--- src/rtl/ctl8080_pkg.sv ---
`timescale 1ns/1ps
package ctl8080_pkg;
   localparam int ST_W = 8;
   // positions of status flags inside the captured word
   localparam int B_INTA  = 0;
   localparam int B_WO_N  = 1;
   localparam int B_STACK = 2;
   localparam int B_HLTA  = 3;
   localparam int B_OUT   = 4;
   localparam int B_M1    = 5;
   localparam int B_INP   = 6;
   localparam int B_MEMRD = 7;
   // value held after reset: a read-type word that selects nothing
   localparam logic [ST_W-1:0] ST_RESET = 8'h02;

   typedef struct packed {
      logic mem_rd;
      logic mem_wr;
      logic io_rd;
      logic io_wr;
      logic int_ack;
      logic wr_cycle;
   } cyc_sel_t;
endpackage

--- src/rtl/ctl8080_status_latch.sv ---
`timescale 1ns/1ps
module ctl8080_status_latch
   import ctl8080_pkg::*;
#(
   parameter int DW = 8
) (
   input  logic            clk,
   input  logic            rst_n,
   input  logic            stat_stb_n,
   input  logic [DW-1:0]   cpu_d_in,
   output logic [ST_W-1:0] status,
   output logic            sync
);
   // the word seen in the last low-strobe cycle is the one that survives
   always_ff @(posedge clk or negedge rst_n) begin
      if (!rst_n)
         status <= ST_RESET;
      else if (!stat_stb_n)
         status <= cpu_d_in[ST_W-1:0];
   end

   assign sync = ~stat_stb_n;

   generate
      if (DW > ST_W) begin : g_wide
         logic unused_hi;
         assign unused_hi = ^cpu_d_in[DW-1:ST_W];
      end
   endgenerate
endmodule

--- src/rtl/ctl8080_cycle_decode.sv ---
`timescale 1ns/1ps
module ctl8080_cycle_decode
   import ctl8080_pkg::*;
(
   input  logic [ST_W-1:0] status,
   output cyc_sel_t        sel
);
   logic is_write;
   logic unused_flags;

   assign is_write = ~status[B_WO_N];

   always_comb begin
      sel          = '0;
      sel.wr_cycle = is_write;
      // memory read excludes halt and interrupt acknowledge words
      sel.mem_rd   = status[B_MEMRD] & ~status[B_HLTA] & ~status[B_INTA] & ~is_write;
      sel.io_rd    = status[B_INP] & ~is_write;
      sel.int_ack  = status[B_INTA] & ~is_write;
      sel.io_wr    = is_write & status[B_OUT];
      sel.mem_wr   = is_write & ~status[B_OUT];
   end

   // stack and fetch flags carry no command of their own
   assign unused_flags = status[B_STACK] ^ status[B_M1];
endmodule

--- src/rtl/ctl8080_cmd_gen.sv ---
`timescale 1ns/1ps
module ctl8080_cmd_gen
   import ctl8080_pkg::*;
#(
   parameter bit ADV_WRITE = 1'b0
) (
   input  cyc_sel_t sel,
   input  logic     sync,
   input  logic     cpu_rd,
   input  logic     cpu_wr_n,
   input  logic     hold_ack,
   input  logic     rd_frozen,
   input  logic     bus_off,
   output logic     mem_rd_n,
   output logic     mem_wr_n,
   output logic     io_rd_n,
   output logic     io_wr_n,
   output logic     int_ack_n,
   output logic     cmd_oe
);
   logic rd_window;
   logic wr_window;

   // reads need the CPU taking data, no hold and no frozen transfer
   assign rd_window = cpu_rd & ~hold_ack & ~rd_frozen & ~sync;

   generate
      if (ADV_WRITE) begin : g_adv_wr
         assign wr_window = ~sync;
      end else begin : g_gated_wr
         assign wr_window = ~sync & ~cpu_wr_n;
      end
   endgenerate

   assign mem_rd_n  = ~(sel.mem_rd  & rd_window);
   assign io_rd_n   = ~(sel.io_rd   & rd_window);
   assign int_ack_n = ~(sel.int_ack & rd_window);
   assign mem_wr_n  = ~(sel.mem_wr  & wr_window);
   assign io_wr_n   = ~(sel.io_wr   & wr_window);
   assign cmd_oe    = ~bus_off;
endmodule

--- src/rtl/ctl8080_data_steer.sv ---
`timescale 1ns/1ps
module ctl8080_data_steer #(
   parameter int DW = 8
) (
   input  logic          clk,
   input  logic          rst_n,
   input  logic          sync,
   input  logic          cpu_rd,
   input  logic          hold_ack,
   input  logic          bus_off,
   input  logic          wr_cycle,
   input  logic          vec_hit,
   input  logic [DW-1:0] cpu_d_in,
   input  logic [DW-1:0] sys_d_in,
   output logic [DW-1:0] cpu_d_out,
   output logic          cpu_d_oe,
   output logic [DW-1:0] sys_d_out,
   output logic          sys_d_oe,
   output logic          rd_frozen
);
   localparam logic [DW-1:0] VEC_OPCODE = {DW{1'b1}};

   logic [DW-1:0] held_q;
   logic          frz_q;

   // first edge with hold during a read captures system data
   always_ff @(posedge clk or negedge rst_n) begin
      if (!rst_n) begin
         frz_q  <= 1'b0;
         held_q <= '0;
      end else if (!cpu_rd) begin
         frz_q  <= 1'b0;
      end else if (hold_ack && !frz_q) begin
         frz_q  <= 1'b1;
         held_q <= sys_d_in;
      end
   end

   assign rd_frozen = frz_q;

   always_comb begin
      if (vec_hit)
         cpu_d_out = VEC_OPCODE;
      else if (frz_q)
         cpu_d_out = held_q;
      else
         cpu_d_out = sys_d_in;
   end

   assign cpu_d_oe  = ~bus_off & ~sync & cpu_rd;
   assign sys_d_oe  = ~bus_off & ~sync & ~cpu_rd & wr_cycle;
   assign sys_d_out = cpu_d_in;
endmodule

--- src/rtl/ctl8080_sysctl.sv ---
`timescale 1ns/1ps
module ctl8080_sysctl
   import ctl8080_pkg::*;
#(
   parameter int DW        = 8,
   parameter bit ADV_WRITE = 1'b0
) (
   input  logic          clk,
   input  logic          rst_n,
   input  logic          stat_stb_n,
   input  logic          cpu_rd,
   input  logic          cpu_wr_n,
   input  logic          hold_ack,
   input  logic          bus_off,
   input  logic          vec_inject_en,
   input  logic [DW-1:0] cpu_d_in,
   output logic [DW-1:0] cpu_d_out,
   output logic          cpu_d_oe,
   input  logic [DW-1:0] sys_d_in,
   output logic [DW-1:0] sys_d_out,
   output logic          sys_d_oe,
   output logic          mem_rd_n,
   output logic          mem_wr_n,
   output logic          io_rd_n,
   output logic          io_wr_n,
   output logic          int_ack_n,
   output logic          cmd_oe
);
   generate
      if (DW < ST_W) begin : g_bad_width
         $error("ctl8080_sysctl: DW must hold a full status word");
      end
   endgenerate

   logic [ST_W-1:0] status;
   logic            sync;
   cyc_sel_t        sel;
   logic            rd_frozen;

   ctl8080_status_latch #(.DW(DW)) u_latch (
      .clk        (clk),
      .rst_n      (rst_n),
      .stat_stb_n (stat_stb_n),
      .cpu_d_in   (cpu_d_in),
      .status     (status),
      .sync       (sync)
   );

   ctl8080_cycle_decode u_decode (
      .status (status),
      .sel    (sel)
   );

   ctl8080_cmd_gen #(.ADV_WRITE(ADV_WRITE)) u_cmd (
      .sel       (sel),
      .sync      (sync),
      .cpu_rd    (cpu_rd),
      .cpu_wr_n  (cpu_wr_n),
      .hold_ack  (hold_ack),
      .rd_frozen (rd_frozen),
      .bus_off   (bus_off),
      .mem_rd_n  (mem_rd_n),
      .mem_wr_n  (mem_wr_n),
      .io_rd_n   (io_rd_n),
      .io_wr_n   (io_wr_n),
      .int_ack_n (int_ack_n),
      .cmd_oe    (cmd_oe)
   );

   ctl8080_data_steer #(.DW(DW)) u_steer (
      .clk       (clk),
      .rst_n     (rst_n),
      .sync      (sync),
      .cpu_rd    (cpu_rd),
      .hold_ack  (hold_ack),
      .bus_off   (bus_off),
      .wr_cycle  (sel.wr_cycle),
      .vec_hit   (vec_inject_en & sel.int_ack),
      .cpu_d_in  (cpu_d_in),
      .sys_d_in  (sys_d_in),
      .cpu_d_out (cpu_d_out),
      .cpu_d_oe  (cpu_d_oe),
      .sys_d_out (sys_d_out),
      .sys_d_oe  (sys_d_oe),
      .rd_frozen (rd_frozen)
   );
endmodule

--- config.mk ---
export PLATFORM = sky130hd
export DESIGN_NAME = ctl8080_sysctl
export DESIGN_NICKNAME = d
export VERILOG_FILES = /design/src/rtl/ctl8080_pkg.sv /design/src/rtl/ctl8080_status_latch.sv /design/src/rtl/ctl8080_cycle_decode.sv /design/src/rtl/ctl8080_cmd_gen.sv /design/src/rtl/ctl8080_data_steer.sv /design/src/rtl/ctl8080_sysctl.sv
export SDC_FILE = /design/constraint.sdc
export NUM_CORES = 1
export LEC_CHECK = 0
export ABC_AREA = 0
export BUFFER_PORTS_ARGS = -buffer_cell sky130_fd_sc_hd__buf_2
export CAP_MARGIN = 20
export CORE_MARGIN = 10
export CORE_UTILIZATION = 40
export CTS_BUF_LIST = sky130_fd_sc_hd__clkbuf_2 sky130_fd_sc_hd__clkbuf_4 sky130_fd_sc_hd__clkbuf_8
export DETAILED_ROUTE_END_ITERATION = 10
export PLACE_DENSITY = 0.85
export SLEW_MARGIN = 20
export SYNTH_ARGS = -nofsm -noshare
export SYNTH_HDL_FRONTEND = slang
export SYNTH_SLANG_ARGS = --single-unit
--- constraint.sdc ---
create_clock -name clk -period 1.5 [get_ports clk]
set_input_delay 0.075 -clock clk [delete_from_list [all_inputs] [get_ports clk]]
set_output_delay 0.075 -clock clk [all_outputs]
set_load 0.02 [all_outputs]
## Yosys cells after proc, flatten, opt, wreduce, memory -nomap -nowiden

Cells that the tools add are included.

- Bits in latches: 0
- Register bits after elaboration: 17
- Memory bits (read-only): 0
- Memories kept: 0
- Input bits: 24
- RAM bits: 0

- Divide/modulo/power cells: 0
- Order comparisons: 0
- Reduce and logical (&&, ||, !) cells: 3
- Bitwise logic cells: 35
- Add/subtract/negate cells: 0
- Shifts and indexed selects: 0
- Multiply operators: 0
- Eq/ne operators: 1
- Multiplexer cells: 4

Operator list:

| kind | number |
|---|---|
| bitwise AND 1 bit | 21 |
| two-way mux 8 bit | 2 |
| NOT 1 bit | 14 |
| two-way mux 1 bit | 2 |
| != test 2 x 1 -> 1 bit (second input constant) | 1 |
| AND reduction 2 bit | 1 |
| logical AND 1 bit | 1 |
| zero test 1 bit | 1 |

## Depth between registers and ports, before layout

Gate-level depths: netlist of run 1.

- Word-level depth: 6
- Gate-level depth with buffers: 3
- Depth with buffers taken out: 2

## By module

From an unflattened synthesis of run 1, not the netlist that was laid out.

- Cell total of the unflattened synthesis: 81
- Area total of the unflattened synthesis: 989.7 sq um

By module, submodules not included:

| module | area an instance (sq um) | cells each | instances |
|---|---|---|---|
| ctl8080_data_steer | 550.5 | 47 | 1 |
| ctl8080_status_latch | 336.6 | 18 | 1 |
| ctl8080_cmd_gen | 50.0 | 8 | 1 |
| ctl8080_cycle_decode | 46.3 | 7 | 1 |
| ctl8080_sysctl | 6.3 | 1 | 1 |

## Least setup slack after synthesis of run 1

No wires, ideal clock.

- Kind: register -> output
- Start point: register u_steer.frz_q, in the netlist u_steer.rd_frozen
- End point: output mem_rd_n
- Arrival time: 1.045 ns
- Stages on the path, launching flop included: 4
- Path slack: 0.380 ns
- Cell sequence: dfrtp_1 -> buf_6 -> and4bb_2 -> nand4_1

- Cells in the longest elaborated chain, start to end: 5

Ends and longest elaborated chain:

| what | line | source |
|---|---|---|
| start: declaration | ctl8080_data_steer.sv:24 | `logic frz_q;` |
| start signal: assignment | ctl8080_data_steer.sv:29 | `frz_q <= 1'b0;` |
| start signal: assignment | ctl8080_data_steer.sv:32 | `frz_q <= 1'b0;` |
| start signal: assignment | ctl8080_data_steer.sv:34 | `frz_q <= 1'b1;` |
| NOT 1 bit | ctl8080_cmd_gen.sv:25 | `assign rd_window = cpu_rd & ~hold_ack & ~rd_frozen & ~sync;` |
| bitwise AND 1 bit (2 in series) | ctl8080_cmd_gen.sv:25 |  |
| bitwise AND 1 bit | ctl8080_cmd_gen.sv:35 | `assign mem_rd_n = ~(sel.mem_rd & rd_window);` |
| NOT 1 bit | ctl8080_cmd_gen.sv:35 |  |
| end: declaration | ctl8080_sysctl.sv:22 | `output logic mem_rd_n,` |

Every way passes these cells.

## Worst setup path after layout of run 1

- Start point: register u_latch.status[1]
- End point: output mem_rd_n

- Cells in the longest elaborated chain, start to end: 3

Ends and longest elaborated chain:

| what | line | source |
|---|---|---|
| start: declaration | ctl8080_status_latch.sv:11 | `output logic [ST_W-1:0] status,` |
| start signal: assignment | ctl8080_status_latch.sv:19 | `status <= cpu_d_in[ST_W-1:0];` |
| bitwise AND 1 bit | ctl8080_cycle_decode.sv:17 | `sel.mem_rd = status[B_MEMRD] & ~status[B_HLTA] & ~status[B_INTA] & ~is_write;` |
| bitwise AND 1 bit | ctl8080_cmd_gen.sv:35 |  |
| NOT 1 bit | ctl8080_cmd_gen.sv:35 |  |

Every way passes these cells.

==> results of run 1 <==
==> state kept, by name (all words and copies together) (netlist names) <==
register	cells
u_steer.rd_frozen	1
u_latch.status	6
u_steer.held_q	8
==> synth_stat cells, drive strengths merged <==
master   n  area share
nor2     1      0.0045
and3     1      0.0090
nand2    8       0.036
nand2b   1       0.017
nand3    3       0.018
dfstp    1       0.032
and4bb   1       0.015
nand4    1      0.0075
o21a     1      0.0090
buf     10       0.092
dfrtp   14        0.42
mux2    14        0.19
or3b     1       0.011
inv      1      0.0045
or3      1      0.0075
mux2i    8       0.096
nand3b   1       0.024
nor3     1      0.0060
==> per-layer routing <==
metal,vias up,wire [um]
li1,312,-
met3,2,186
met2,30,1090
met1,302,755
met5,-,0
met4,0,23
==> what timing repair did <==
| item | in CTS | in global routing |
|---|---|---|
| pin swaps | 0 | 1 |
| cloned | 0 | 0 |
| resized for setup | 1 | 7 |
| hold endpoints to repair | 15 | 0 |
| endpoints found under the setup margin | 3 | 10 |
| hold buffers | 1 | 0 |
==> power groups by stage <==
stage | Combinational (mW) | Sequential, mW | Clock, mW
after floorplan | 0.209 | 0.495 | 0
after global placement | 0.282 | 0.501 | 0
after detailed placement | 0.293 | 0.507 | 0
after CTS | 0.296 | 0.499 | 0.235
after global routing | 0.320 | 0.507 | 0.253
final | 0.293 | 0.499 | 0.224
==> worst min-delay path by stage <==
| stage | startpoint | endpoint | slack, ps | cells past startpoint |
|---|---|---|---|---|
| global route | sys_d_in[2] | u_steer.held_q[2] | 30 | 2 |
| CTS | cpu_d_in[6] | u_latch.status[6] | 30 | 2 |
| global placement | rst_n | u_steer.held_q[3] | -10 | 1 |
| floorplan | rst_n | u_latch.status[0] | -220 | 0 |
| finish | cpu_d_in[6] | u_latch.status[6] | 40 | 2 |
| detailed placement | rst_n | u_steer.held_q[0] | -1 | 1 |
==> final cells by class <==
class / count / share of cell area
Clock inverter: 1 / 0.00467
Timing Repair Buffer: 45 / 0.231
Multi-Input combinational cell: 43 / 0.356
Tap cell: 27 / 0.0315
Clock buffer: 3 / 0.0210
Sequential cell: 15 / 0.352
Inverter: 1 / 0.00350
==> cell families (layout without fill, tap and decap cells) <==
| family | count (synthesis) | count (layout) | share of synthesized area |
|---|---|---|---|
| DFF | 15 | 15 | 0.453 |
| buffers and inverters | 11 | 50 | 0.0964 |
| AOI/OAI and AO/OA | 1 | 1 | 0.00904 |
| muxes | 22 | 22 | 0.286 |
| and+or+nand+nor | 20 | 20 | 0.155 |
==> worst reg2reg max path, cell delays in order, from the launching register on <==
cell	delay (ps)
sky130_fd_sc_hd__dfrtp_2	450
sky130_fd_sc_hd__nand3b_4	230
sky130_fd_sc_hd__mux2_2	310
==> per-stage QoR <==
stage                     total power [mW]  hold slack [ps]  utilization  setup WS (ps)  cell area, um2
after floorplan                      0.704             -221            -            380             831
after global placement               0.783            -12.6        0.515            346            1010
after detailed placement             0.799            -1.03        0.515            320            1010
after CTS                             1.03             29.2        0.537           3.53            1050
after global routing                  1.08             27.4        0.547          -33.9            1070
final                                 1.02             36.6        0.547           64.4            1070
==> cells in the final DEF, fill, tap and decap left out <==
cell	n
sky130_fd_sc_hd__buf_4	2
sky130_fd_sc_hd__nor3_1	1
sky130_fd_sc_hd__dfstp_2	1
sky130_fd_sc_hd__o21a_1	1
sky130_fd_sc_hd__buf_6	2
sky130_fd_sc_hd__clkbuf_4	3
sky130_fd_sc_hd__inv_1	1
sky130_fd_sc_hd__nor2_1	1
sky130_fd_sc_hd__buf_2	40
sky130_fd_sc_hd__dfrtp_2	1
sky130_fd_sc_hd__and4bb_2	1
sky130_fd_sc_hd__nand2b_4	1
sky130_fd_sc_hd__dlygate4sd3_1	1
sky130_fd_sc_hd__or3_1	1
sky130_fd_sc_hd__dfrtp_1	13
sky130_fd_sc_hd__and3_2	1
sky130_fd_sc_hd__nand3_2	1
sky130_fd_sc_hd__or3b_4	1
sky130_fd_sc_hd__nand4_1	1
sky130_fd_sc_hd__mux2_2	14
sky130_fd_sc_hd__clkinv_2	1
sky130_fd_sc_hd__mux2i_1	8
sky130_fd_sc_hd__nand3b_4	1
sky130_fd_sc_hd__nand3_1	2
sky130_fd_sc_hd__nand2_1	8
==> flow_summary.yaml, run 1 <==
run_status:
  run_status: "finished clean"
setup_path:
  critical_path.reg2reg.startpoint: "u_steer.rd_frozen"
  crit_chain: "and4bb_2, nand4_1, buf_4"
  critPathArrivalTime_ps: 1360
  critical_path_source_type: "flip-flop"
  worst_path_largest_cell_delay_ps: 570
  reg2reg_slack_ps: 400
  crit_path_end: "mem_rd_n"
  largest_fanout_of_any_net_on_the_critical_path: 4
  critPathCaptureType: "output pin"
  setup.worst_path.class: "flip-flop to output pin"
  worstPathBufferInverterCount: 1
  worstRegToRegCells: 2
  reg_to_reg_end: "u_steer.held_q[5]"
  required_ps: 1420
  timing.critical_path.depth: 3
  crit_path_top_delay_cell: "sky130_fd_sc_hd__dfstp_2"
  critical_path.top_delay_family: "flip-flops"
  source_of_the_critical_timing_path: "u_latch.status[1]"
place:
  hpwlAfterDp_um: 1740
  finalWeightedCongestion: 0.754
  portBuffers: 43
  numPlacedInstances: 130
layout:
  multi_input_comb_area_um2: 382
  layoutNonFillerInstCount: 135
  areaGrowthSynthToFinish_pct: 29.1
  num_antenna_cells: 0
  drive_gt1_frac: 0.648
  filler_cell_count: 190
  area.sequential_um2: 378
  final_net_count: 133
clock_tree:
  clkSinkCount: 15
  cts.htree.levels: 1
  clkTransAtPathRegs_ps: 90
  ctsLongestPathBuffers: 2
  insertion_delay_ps: 280
  numCtsBuffers: 3
  post-cts-setup-buffers: 0
  cts_tree: "done"
  cts_root_buffer: "sky130_fd_sc_hd__clkbuf_4"
timing:
  period_needed_ps: 1440
  min_period_over_period: 0.957
  finalClockSkew_ps: 6.49
  clock.fmax_mhz: 697
  setup_total_negative_slack_ps: 0
  grt_setup_unrepaired: "true"
  worst_slew_margin_rel: 0.775
  maxSlewViolCount: 0
  tightestPinTransition_ps: 338
  setup_violations: 0
  hold_violations: 0
die:
  die_w_um: 65.6
  ios: 48
  initial_utilization: 0.423
  core_area_mm2: 0.00196
  placementRows: 16
  design.die.area_mm2: 0.00430
  chipHeight_um: 65.6
grt:
  vias_in_the_first_global_route: 717
  grt_use_met1: 0.0951
  pin_count_of_the_biggest_net_entering_global_routing: 16
  groute.usage.overall: 0.0950
  global_route.overflow_total: 0
  grt_pass1_wl_um: 3280
  grt-busiest-layer: "met2"
  antenna_found_initial: 0
  grt_use_met2: 0.170
  routing_usage_on_met3: 0.0339
drt:
  drt.antenna.violating_nets: 0
  vias: 646
  drt_iter0_markers: 30
  drt_drc_violations_left: 0
  drt-pass1-iter-count: 2
  wl_per_cell_um: 15.2
  via_per_inst: 4.79
  drt_wl_total_um: 2050
worst_hold_path:
  worstHoldPathType: "input port to flip-flop"
pwr:
  internal-power_mw: 0.704
  p_sw_frac: 0.308
  irDropWorstVdd_v: 0.000691
  seq_power_share: 0.491
  combinational_fraction_of_design_power: 0.288
  static-leakage-power_nw: 0.545
  power_density_mw_per_mm2: 948
  pwr-share-clk: 0.221
  net_switching_power_mw: 0.313
yosys:
  flop_and_latch_count_out_of_synthesis: 15
  syn_inst: 69
  yosysUniqueCellTypes: 20
  mappedNetlistNets: 93
  yosysWarningCount: 0
  synth_area_um2: 831
  synth-seq-area-share: 0.453
  post_synth.cell_area_avg_um2: 12.0
flow_run:
  number_of_max_capacitance_violations_reported: 0
Note: power is estimated with default switching activity, not from simulation.
==> inputs of run 2 (changes only) <==
RECOVER_POWER = 25   (was unset)
==> flow_summary.yaml, run 2 (synthesis results as in run 1) <==
die:
  initial_utilization: 0.423
  chipHeight_um: 65.6
  ios: 48
  design.die.area_mm2: 0.00430
  core_area_mm2: 0.00196
  die_w_um: 65.6
  placementRows: 16
clock_tree:
  insertion_delay_ps: 280
  cts.htree.levels: 1
  post-cts-setup-buffers: 0
  clkSinkCount: 15
  ctsLongestPathBuffers: 2
  numCtsBuffers: 3
  cts_root_buffer: "sky130_fd_sc_hd__clkbuf_4"
  cts_tree: "done"
  clkTransAtPathRegs_ps: 90
setup_path:
  crit_chain: "and4bb_2, nand4_1, buf_4"
  critPathCaptureType: "output pin"
  required_ps: 1420
  critical_path.top_delay_family: "flip-flops"
  setup.worst_path.class: "flip-flop to output pin"
  reg2reg_slack_ps: 400
  critPathArrivalTime_ps: 1360
  critical_path_source_type: "flip-flop"
  worst_path_largest_cell_delay_ps: 570
  worstPathBufferInverterCount: 1
  crit_path_top_delay_cell: "sky130_fd_sc_hd__dfstp_2"
  largest_fanout_of_any_net_on_the_critical_path: 4
layout:
  areaGrowthSynthToFinish_pct: 27.9
  final_cell_area_mm2: 0.00106
  final_common_cell: "sky130_fd_sc_hd__buf_2"
  layout.cells.most_common_list: "32 x sky130_fd_sc_hd__buf_2, 14 x sky130_fd_sc_hd__mux2_2, 13 x sky130_fd_sc_hd__dfrtp_1"
  num_antenna_cells: 0
  registers.top_by_ff_count: "u_steer.held_q"
  largest_register_ff_count: 8
  drive_gt1_frac: 0.574
  layoutNonFillerInstCount: 135
  final_net_count: 133
drt:
  drt-pass1-iter-count: 2
  wl_per_cell_um: 15.2
  via_per_inst: 4.79
  drt_drc_violations_left: 0
  vias: 647
  drt_iter0_markers: 31
  drt.antenna.violating_nets: 0
  drt_wl_total_um: 2060
run_status:
  run_status: "finished clean"
grt:
  global_route.overflow_total: 0
  antenna_found_initial: 0
  groute.usage.overall: 0.0950
  grt_pass1_wl_um: 3280
  vias_in_the_first_global_route: 717
  pin_count_of_the_biggest_net_entering_global_routing: 16
timing:
  hold_violations: 0
  clock.fmax_mhz: 697
  worst_slew_margin_rel: 0.466
  finalClockSkew_ps: 6.50
  min_period_over_period: 0.957
  period_needed_ps: 1440
  grt_setup_unrepaired: "true"
  tightestPinTransition_ps: 801
  maxSlewViolCount: 0
  setup_violations: 0
  setup_slack_of_the_critical_path_after_layout_ps: 64.6
  fin_hold_ws_ps: 36.7
pwr:
  static-leakage-power_nw: 0.523
  power_density_mw_per_mm2: 955
  net_switching_power_mw: 0.313
  internal-power_mw: 0.701
  seq_power_share: 0.493
  irDropWorstVdd_v: 0.000690
  total_power_consumption_mw: 1.01
  p_sw_frac: 0.309
  combinational_fraction_of_design_power: 0.286
  pwr-share-clk: 0.221
worst_hold_path:
  worstHoldPathType: "input port to flip-flop"
place:
  numPlacedInstances: 130
  post_dp_cell_area_mm2: 0.00101
  finalWeightedCongestion: 0.754
  portBuffers: 43
  preCtsSetupSlack_ps: 320
  hpwlAfterDp_um: 1740
flow_run:
  number_of_max_capacitance_violations_reported: 0
run 2: cell count changes in the layout (fill, tap and decap cells not counted):
cell	delta
sky130_fd_sc_hd__buf_2	-8
sky130_fd_sc_hd__clkbuf_1	+8
run 2: per-layer routing:
metal  wire length, um  vias to the layer above  GRT usage
met5                 0                        -          0
met4                23                        0     0.0481
met3               184                        2     0.0339
met2              1090                       30      0.170
met1               762                      303     0.0951
li1                  -                      312          -
run 2: per-stage QoR:
stage,setup TNS [ps],utilization
floorplan,0,-
global placement,0,0.515
detailed placement,0,0.515
CTS,0,0.537
global route,-44.0,0.541
finish,0,0.541
run 2: final timing paths:
check / from / endpoint / cells past startpoint
max in group asynchronous: rst_n / u_steer.rd_frozen / 2
hold reg to reg: u_steer.held_q[2] / u_steer.held_q[2] / 1
setup reg to reg: u_steer.rd_frozen / u_steer.held_q[5] / 2
hold / removal: sys_d_in[6] / u_steer.held_q[6] / 2
setup / recovery: u_latch.status[1] / mem_rd_n / 3
min in group asynchronous: rst_n / u_steer.held_q[0] / 2
run 2: power by group through the flow:
stage,combinational (mW),sequential (mW),clock [mW]
detailed placement,0.293,0.507,0
floorplan,0.209,0.495,0
global placement,0.282,0.501,0
global route,0.317,0.507,0.253
CTS,0.296,0.499,0.235
finish,0.290,0.500,0.224
run 2: repair_timing:
action | 4_1_cts | 5_1_grt
hold endpoints to repair | 15 | 0
gates cloned | 0 | 0
setup endpoints to repair | 3 | 10
resized for setup | 1 | 7
pin swaps | 0 | 1
hold buffers | 1 | 0
run 2: layout make-up:
class	count	area [um2]
multi-input cells	43	382
well taps	27	33.8
inverters	1	3.75
repair buffers	45	238
clock inverters	1	5.00
clock buffers	3	22.5
fillers	195	900
flip-flops and latches	15	378
